--- config.mk ---
export PLATFORM = sky130hd
export DESIGN_NAME = frm_rate_meter
export DESIGN_NICKNAME = d
export VERILOG_FILES = /design/src/rtl/frm_rate_pkg.sv /design/src/rtl/frm_period_cnt.sv /design/src/rtl/frm_interval_scale.sv /design/src/rtl/frm_rate_meter.sv
export SDC_FILE = /design/constraint.sdc
export NUM_CORES = 1
export LEC_CHECK = 0
export ABC_AREA = 1
export CORE_ASPECT_RATIO = 2
export CORE_MARGIN = 3
export CORE_UTILIZATION = 36
export DETAILED_ROUTE_END_ITERATION = 12
export MAX_ROUTING_LAYER = met4
export PLACE_DENSITY_LB_ADDON = 0.12
export SLEW_MARGIN = 20
export SYNTH_ARGS = -nofsm -noshare
export SYNTH_HDL_FRONTEND = slang
export SYNTH_SLANG_ARGS = --single-unit
--- constraint.sdc ---
create_clock -name clk -period 1.5 [get_ports clk]
set_input_delay 0.15 -clock clk [delete_from_list [all_inputs] [get_ports clk]]
set_output_delay 0.15 -clock clk [all_outputs]
set_load 0.005 [all_outputs]
--- src/rtl/frm_rate_pkg.sv ---
package frm_rate_pkg;
    localparam int STAT_W      = 32;
    localparam int BIT_UNLOCK  = 0;
    localparam int BIT_BADFMT  = 1;
    localparam int BIT_LOWFREQ = 2;
    localparam int BIT_NOSIG   = 3;
    localparam int FIELD_LSB   = 16;
    localparam int FRAC_SH     = 5;   // 1/32 of a frame
endpackage

--- src/rtl/frm_period_cnt.sv ---
module frm_period_cnt #(
    parameter int CNT_W = 18,
    parameter int LIMIT = 131072
) (
    input  logic             clk,
    input  logic             rst_n,
    input  logic             stb_i,
    output logic [CNT_W-1:0] period_o,
    output logic             meas_o,
    output logic             timeout_o
);
    logic [CNT_W-1:0] cnt_d, cnt_q;
    logic             tmo_d;

    localparam logic [CNT_W-1:0] LAST = CNT_W'(LIMIT - 1);

    always_comb begin
        cnt_d = cnt_q;
        tmo_d = 1'b0;
        if (stb_i) begin
            cnt_d = '0;
        end else if (cnt_q == LAST) begin
            tmo_d = 1'b1;            // hold at the limit
        end else begin
            cnt_d = cnt_q + 1'b1;
        end
    end

    always_ff @(posedge clk) begin
        if (!rst_n) cnt_q <= '0;
        else        cnt_q <= cnt_d;
    end

    assign period_o  = cnt_q + 1'b1;
    assign meas_o    = stb_i;
    assign timeout_o = tmo_d;
endmodule

--- src/rtl/frm_interval_scale.sv ---
module frm_interval_scale #(
    parameter int CNT_W   = 18,
    parameter int FIELD_W = 12
) (
    input  logic [CNT_W-1:0]   period_i,
    output logic [FIELD_W-1:0] field_o,
    output logic               sat_o
);
    import frm_rate_pkg::*;

    localparam logic [CNT_W-1:0] MAXQ = CNT_W'((2 ** FIELD_W) - 1);

    logic [CNT_W-1:0] quot;

    always_comb begin
        quot = period_i >> FRAC_SH;
        if (quot > MAXQ) begin
            sat_o   = 1'b1;
            field_o = '1;
        end else begin
            sat_o   = 1'b0;
            field_o = quot[FIELD_W-1:0];
        end
    end
endmodule

--- src/rtl/frm_rate_meter.sv ---
module frm_rate_meter #(
    parameter int FIELD_W = 12
) (
    input  logic        clk,
    input  logic        rst_n,
    input  logic        frame_stb_i,
    input  logic        lock_i,
    input  logic        fmt_err_i,
    output logic [31:0] status_o,
    output logic        locked_evt_o,
    output logic        loss_evt_o
);
    import frm_rate_pkg::*;

    localparam int CNT_W = FIELD_W + FRAC_SH + 1;
    localparam int LIMIT = 2 ** (FIELD_W + FRAC_SH);

    typedef struct packed {
        logic               armed;
        logic [FIELD_W-1:0] field;
        logic               lowf;
        logic               nosig;
        logic               unlock;
        logic               badf;
        logic               lk_evt;
        logic               ls_evt;
    } state_t;

    state_t s_d, s_q;

    logic [CNT_W-1:0]   period;
    logic               meas, tmo;
    logic [FIELD_W-1:0] scaled;
    logic               sat;

    frm_period_cnt #(.CNT_W(CNT_W), .LIMIT(LIMIT)) u_cnt (
        .clk       (clk),
        .rst_n     (rst_n),
        .stb_i     (frame_stb_i),
        .period_o  (period),
        .meas_o    (meas),
        .timeout_o (tmo)
    );

    frm_interval_scale #(.CNT_W(CNT_W), .FIELD_W(FIELD_W)) u_scale (
        .period_i (period),
        .field_o  (scaled),
        .sat_o    (sat)
    );

    always_comb begin
        s_d        = s_q;
        s_d.badf   = fmt_err_i;
        if (meas) begin
            if (s_q.armed) begin
                s_d.field = scaled;
                s_d.lowf  = sat;
            end
            s_d.armed = 1'b1;
            s_d.nosig = 1'b0;
        end else if (tmo) begin
            s_d.armed = 1'b0;
            s_d.field = '0;
            s_d.lowf  = 1'b0;
            s_d.nosig = 1'b1;
        end
        s_d.unlock = !lock_i || s_d.nosig;
        s_d.lk_evt = s_q.unlock && !s_d.unlock;
        s_d.ls_evt = !s_q.unlock && s_d.unlock;
    end

    always_ff @(posedge clk) begin
        if (!rst_n) begin
            s_q        <= '0;
            s_q.unlock <= 1'b1;
            s_q.nosig  <= 1'b1;
        end else begin
            s_q <= s_d;
        end
    end

    always_comb begin
        status_o              = '0;
        status_o[BIT_UNLOCK]  = s_q.unlock;
        status_o[BIT_BADFMT]  = s_q.badf;
        status_o[BIT_LOWFREQ] = s_q.lowf;
        status_o[BIT_NOSIG]   = s_q.nosig;
        status_o[FIELD_LSB +: FIELD_W] = s_q.unlock ? '0 : s_q.field;
    end

    assign locked_evt_o = s_q.lk_evt;
    assign loss_evt_o   = s_q.ls_evt;
endmodule

# Word-level counts from Yosys, hierarchy flattened
# Cells that the tools add are included.
# op_classes
n_addsub,1
n_mul,0
n_div,0
n_lt_le_gt_ge,1
n_eq_ne,2
shifts,0
muxes,8
bitwise_logic,1
reduce_logical,9
# ops
cell,n
2-to-1 mux 15 bit,2
2-to-1 mux 12 bit,2
adder 18 x 1 -> 18 bit (second input constant),1
== test 18 x 17 -> 1 bit (second input constant),1
> comparator 13 x 12 -> 1 bit (second input constant),1
2-to-1 mux 13 bit,1
zero test 1 bit,3
2-to-1 mux 1 bit,3
logical AND 1 bit,2
inequality test 2 x 1 -> 1 bit (second input constant),1
AND reduction 2 bit,1
nonzero test 2 bit,1
OR reduction 2 bit,1
logical OR 1 bit,1
NOT 1 bit,1
# totals
register_bits,37
latchBits,0
ram_bits,0
romBits,0
in_bits,5
out_inout_bits,34
elab_cells,31
mem_count,0

# Logic depth before layout (Yosys ltp)
# logic_depth
word_depth,8
ltp_mapped,10
ltp_nobuf,10

# Hierarchy
# From an unflattened synthesis, not the netlist that was laid out.
# hier_totals
hier_cells,318
hier_area_um2,2145.8
# by_module_without_submodules
mod,instances,cells_each,area_each_um2,seq_area_each_um2
frm_period_cnt,1,168,1112.3,360.3
frm_rate_meter,1,123,924.6,380.4
frm_interval_scale,1,27,108.9,0.0

# Least setup slack after synthesis
# No wires, ideal clock.
# synth_timing
kind,register to register
start,register u_cnt.cnt_q[0]
end,register s_q[14] (netlist name)
setup_time_ns,0.133
t_arrival_ns,1.415
required_ns,1.367
slack_ns,-0.048
path_stages_with_launch,10
path_buffers,1
period_less_slack_ns,1.548
cell_sequence,dfxtp_1 -> ha_1 -> nand2_1 -> nor2_2 -> nand2_2 -> nor2_4 -> nand3_2 -> buf_2 -> nand3_1 -> a21oi_2
# synth_between
elab_chain_len,5
word_cells_on_any_way,10
classes_between,1 x add/sub; 1 x order compare; 1 x eq/ne; 5 x mux; 2 x reduce/logical
# synth_rtl
item,line_no,rtl
start: declaration,frm_period_cnt.sv:12,"logic [CNT_W-1:0] cnt_d, cnt_q;"
start signal: assignment,frm_period_cnt.sv:31,else cnt_q <= cnt_d;
adder 18 x 1 -> 18 bit / == test 18 x 17 -> 1 bit (equally long branches),"frm_period_cnt.sv:34, frm_period_cnt.sv:22",
> comparator 13 x 12 -> 1 bit / 2-to-1 mux 1 bit (equally long branches),"frm_interval_scale.sv:17, frm_period_cnt.sv:22",
2-to-1 mux 12 bit / 2-to-1 mux 1 bit (equally long branches),"frm_interval_scale.sv:17, frm_period_cnt.sv:20",
2-to-1 mux 13 bit / nonzero test 2 bit (equally long branches),--,
2-to-1 mux 15 bit / AND reduction 2 bit (equally long branches),--,
end: declaration,frm_rate_meter.sv:29,"state_t s_d, s_q;"
# Parallel ways exist; a longest one is shown, timed or not. The select of a mux whose other input is x is not followed.
# A chain may end at the register's enable or synchronous reset.

# Worst setup path in the final report
# layout_timing
start,register u_cnt.cnt_q[1]
end,register s_q[15] (netlist name)
# Same word-level chain as after synthesis.

==> impl_results.md <==
* Detailed-route wire length per cell at 13.2 um
* Busiest grt layer: met2
* Clock period minus worst slack at around 1.5 ns
* Critical path's largest stage delay at approximately 0.37 ns
* Arrival time at the worst endpoint at 1.66 ns
* First-pass GRT wire length at 8.51 mm
* Die Footprint at 0.00665 sq mm
* Final hold vios at 0
* Count of pins over their slew limit at 0
* Gr ovfl total at 0
* Average cell area after synthesis at between 7 and 8 sq um
* Met1 Track Usage GR at 17.1%
* Accumulated negative setup slack at 0 ns
* Critical Path Slowest Stage Cell: dfxtp_4
* Maximum level of the CTS H-tree at 2
* Path type of the worst setup path: reg -> reg
* Comb pwr share at 7.0%
* Total of max-cap violations at 0
* CTS Root Cell: clkbuf_8
* Flip-flop and latch count after synthesis at 37
* Initial antenna violation count at 0
* Yosys synthesis warning count at 0
* Sequential group share of total power at 54.9%
* Met2 global-route usage at 31.3%
* Synthesized area at slightly above 0.002 sq mm
* Clock Sinks at 37
* Final Cycle Share at 98.8%
* Run status: finished clean
* Clock-pin slew on the worst setup and hold paths at 0.07 ns
* Clock latency reported for the late side of the worst-skew pair at approximately 0.29 ns
* Number of buffers created by CTS at 5
* Fillers at 552
* Commonest non-fill, non-tap cell in the layout: nand2_1
* Estimated wirelength of the detail-placed design at 3.96 mm
* Setup-failing EPs final at 0
* Router iterations before antenna repair at 4
* Vias/cell at 4.73
* Post-synthesis instance total at 284
* Top library cells by usage in the layout, fill and taps aside: 46 x nand2_1, 31 x buf_4, 29 x inv_1
* Growth of design area from synthesis to finish at 43.8%
* Worst VDD drop at roughly 0.00059 V
* Starting utilization of the core area at 37.3%
* Antenna violation net count after detailed routing at 0
* Fraction of layout instances using a drive strength above 1 at 37.1%
* Switching power at 0.451 mW
* End-of-flow core utilization at 53.6%
* Launching element type of the critical path: register
* Via count at 1,892
* Number of DRC violations after detailed routing at 0
* Initial detailed-routing violation count at 34
* Fin Clk Skew at between 0.007 and 0.008 ns
* Total global routing track utilization at 17.1%
* Cell breakdown of the critical path: buf_6 > nand2_4 > nor2_8 > nand3_4 > o21ai_4 > buf_12 > nand3_1 > nand2_1 > a21oi_1
* Path class of the lowest-slack min-delay path: in -> reg
* Met3 routing resource usage after global routing at under 10%
* TritonCTS clock tree: done
* Power Density at approximately 620 mW/mm^2
* Worst-path fanout max at 11
* I/O pin total at 39
* Fmax at 675 MHz
* Core area at 0.00547 sq mm
* Number of library cell types mapped by synthesis at 29
* Pin count of the biggest net entering global routing at 14
* Clock power frac at between 30% and 40%
* Antenna Cells at 0
* Nets at 345
* Placer Congestion at between 0.8 and 0.9
* Switching part of the total at about a quarter
* Leakage power total at 1.28 nW
* Capturing element type of the critical path: register
* Required time of the critical path at 1.68 ns
* RSZ-0062 raised after global routing: yes
* Overall routed net length at 5.28 mm
* Die height at approximately 110 um
* CTS max path bufs at 2
* Width of the chip at approximately 59 um
* Via count of the first global-routing pass at 1,864
* Sequential area share after synthesis at 36.4%
* Placement row count at 38
* Quantity of I/O buffers inserted on ports at 22
* Cell internal pwr at 1.37 mW
## repair_timing
action | 4_1_cts | 5_1_grt
hold buffers | 0 | 0
pin swaps | 3 | 17
resized for setup | 27 | 53
setup endpoints to repair | 43 | 36
buffers inserted | 1 | 5
cloned | 0 | 2
## layer usage
| layer | routed length [um] | vias to the layer above | share of wire, % |
|---|---|---|---|
| met5 | 0 | - | 0 |
| met4 | 146 | 0 | 2.8 |
| met3 | 130 | 10 | 2.5 |
| met2 | 3250 | 35 | 61 |
| met1 | 1760 | 878 | 33 |
| li1 | - | 969 | - |
## cell type report
cell class	count	area, sq um	area share [%]
clock inverter	2	10.0	0.342
multi-input combinational	200	1280	43.6
tap	60	75.1	2.56
clock buffer	6	72.6	2.48
inverter	33	124	4.23
timing repair buffer	62	611	20.8
sequential	37	759	25.9
## power by group through the flow
stage          Clock [mW]  Combinational, mW  Sequential, mW
2_1_floorplan           0             0.0882            1.02
3_3_place_gp            0              0.119            1.02
3_5_place_dp            0              0.119            1.02
4_1_cts             0.712              0.121            1.00
5_1_grt             0.745              0.143            1.00
6_report            0.692              0.128            1.00
## Yosys cell counts
| master | number | area [sq um] |
|---|---|---|
| buf_2 | 2 | 10.0 |
| ha_1 | 1 | 12.5 |
| nor2_2 | 3 | 18.8 |
| o21ai_1 | 1 | 5.00 |
| xor2_1 | 2 | 17.5 |
| buf_6 | 2 | 22.5 |
| o21bai_1 | 1 | 7.51 |
| nand3_2 | 8 | 80.1 |
| clkbuf_1 | 2 | 7.51 |
| nand2_1 | 54 | 203 |
| nand3_1 | 28 | 140 |
| conb_1 | 1 | 3.75 |
| inv_2 | 3 | 11.3 |
| nor2_1 | 34 | 128 |
| buf_4 | 21 | 158 |
| nand4_1 | 5 | 31.3 |
| o21ai_0 | 3 | 15.0 |
| a31oi_1 | 1 | 6.26 |
| nand3_4 | 1 | 17.5 |
| o21ai_2 | 2 | 17.5 |
| a21oi_1 | 24 | 120 |
| xnor2_1 | 3 | 26.3 |
| nor2_4 | 2 | 22.5 |
| nand2_2 | 5 | 31.3 |
| inv_1 | 30 | 113 |
| nor2_8 | 1 | 20.0 |
| buf_1 | 2 | 7.51 |
| a21oi_2 | 5 | 43.8 |
| dfxtp_1 | 37 | 741 |
## cells by family after synthesis
group | share of synthesized area (%)
adder cells (fa/ha/maj) | 0.614
flip-flops | 36.4
other | 0.184
AO/OA/AOI/OAI | 10.6
XOR/XNOR | 2.15
AND/OR/NAND/NOR | 34.0
buffers and inverters | 16.2
## worst max-delay path, delay by kind of cell (launching register included)
family                 cells  cell delay, ns
AND/OR/NAND/NOR            5            0.48
AO/OA/AOI/OAI              2            0.24
buffers and inverters      2            0.28
flip-flops                 1            0.37
## sequential cells by signal (all words and copies together), names as in the netlist
signal        cells
locked_evt_o      1
loss_evt_o        1
s_q              13
status_o          4
u_cnt.cnt_q      18
## path summary, 6_finish.rpt
path                   from           to  slack [ns]  cells after the start
max          u_cnt.cnt_q[1]      s_q[15]        0.02                      9
min               fmt_err_i  status_o[1]        0.39                      3
max reg2reg  u_cnt.cnt_q[1]      s_q[15]        0.02                      9
min reg2reg         s_q[12]      s_q[12]        0.47                      2
## per-stage QoR
| step | total power, mW | std cells | cell area [sq um] | hold slack, ns | worst slack [ns] |
|---|---|---|---|---|---|
| 3_5_place_dp | 1.14 | 384 | 2490 | 0.469 | -0.0451 |
| 6_report | 1.82 | 400 | 2930 | 0.388 | 0.0185 |
| 5_1_grt | 1.89 | 400 | 2930 | 0.401 | -0.0860 |
| 4_1_cts | 1.83 | 393 | 2630 | 0.378 | -0.00821 |
| 2_1_floorplan | 1.11 | 299 | 2100 | 0.219 | 0.00578 |
| 3_3_place_gp | 1.14 | 384 | 2490 | 0.463 | -0.0380 |
No activity file was read; power rests on OpenSTA's default activity.
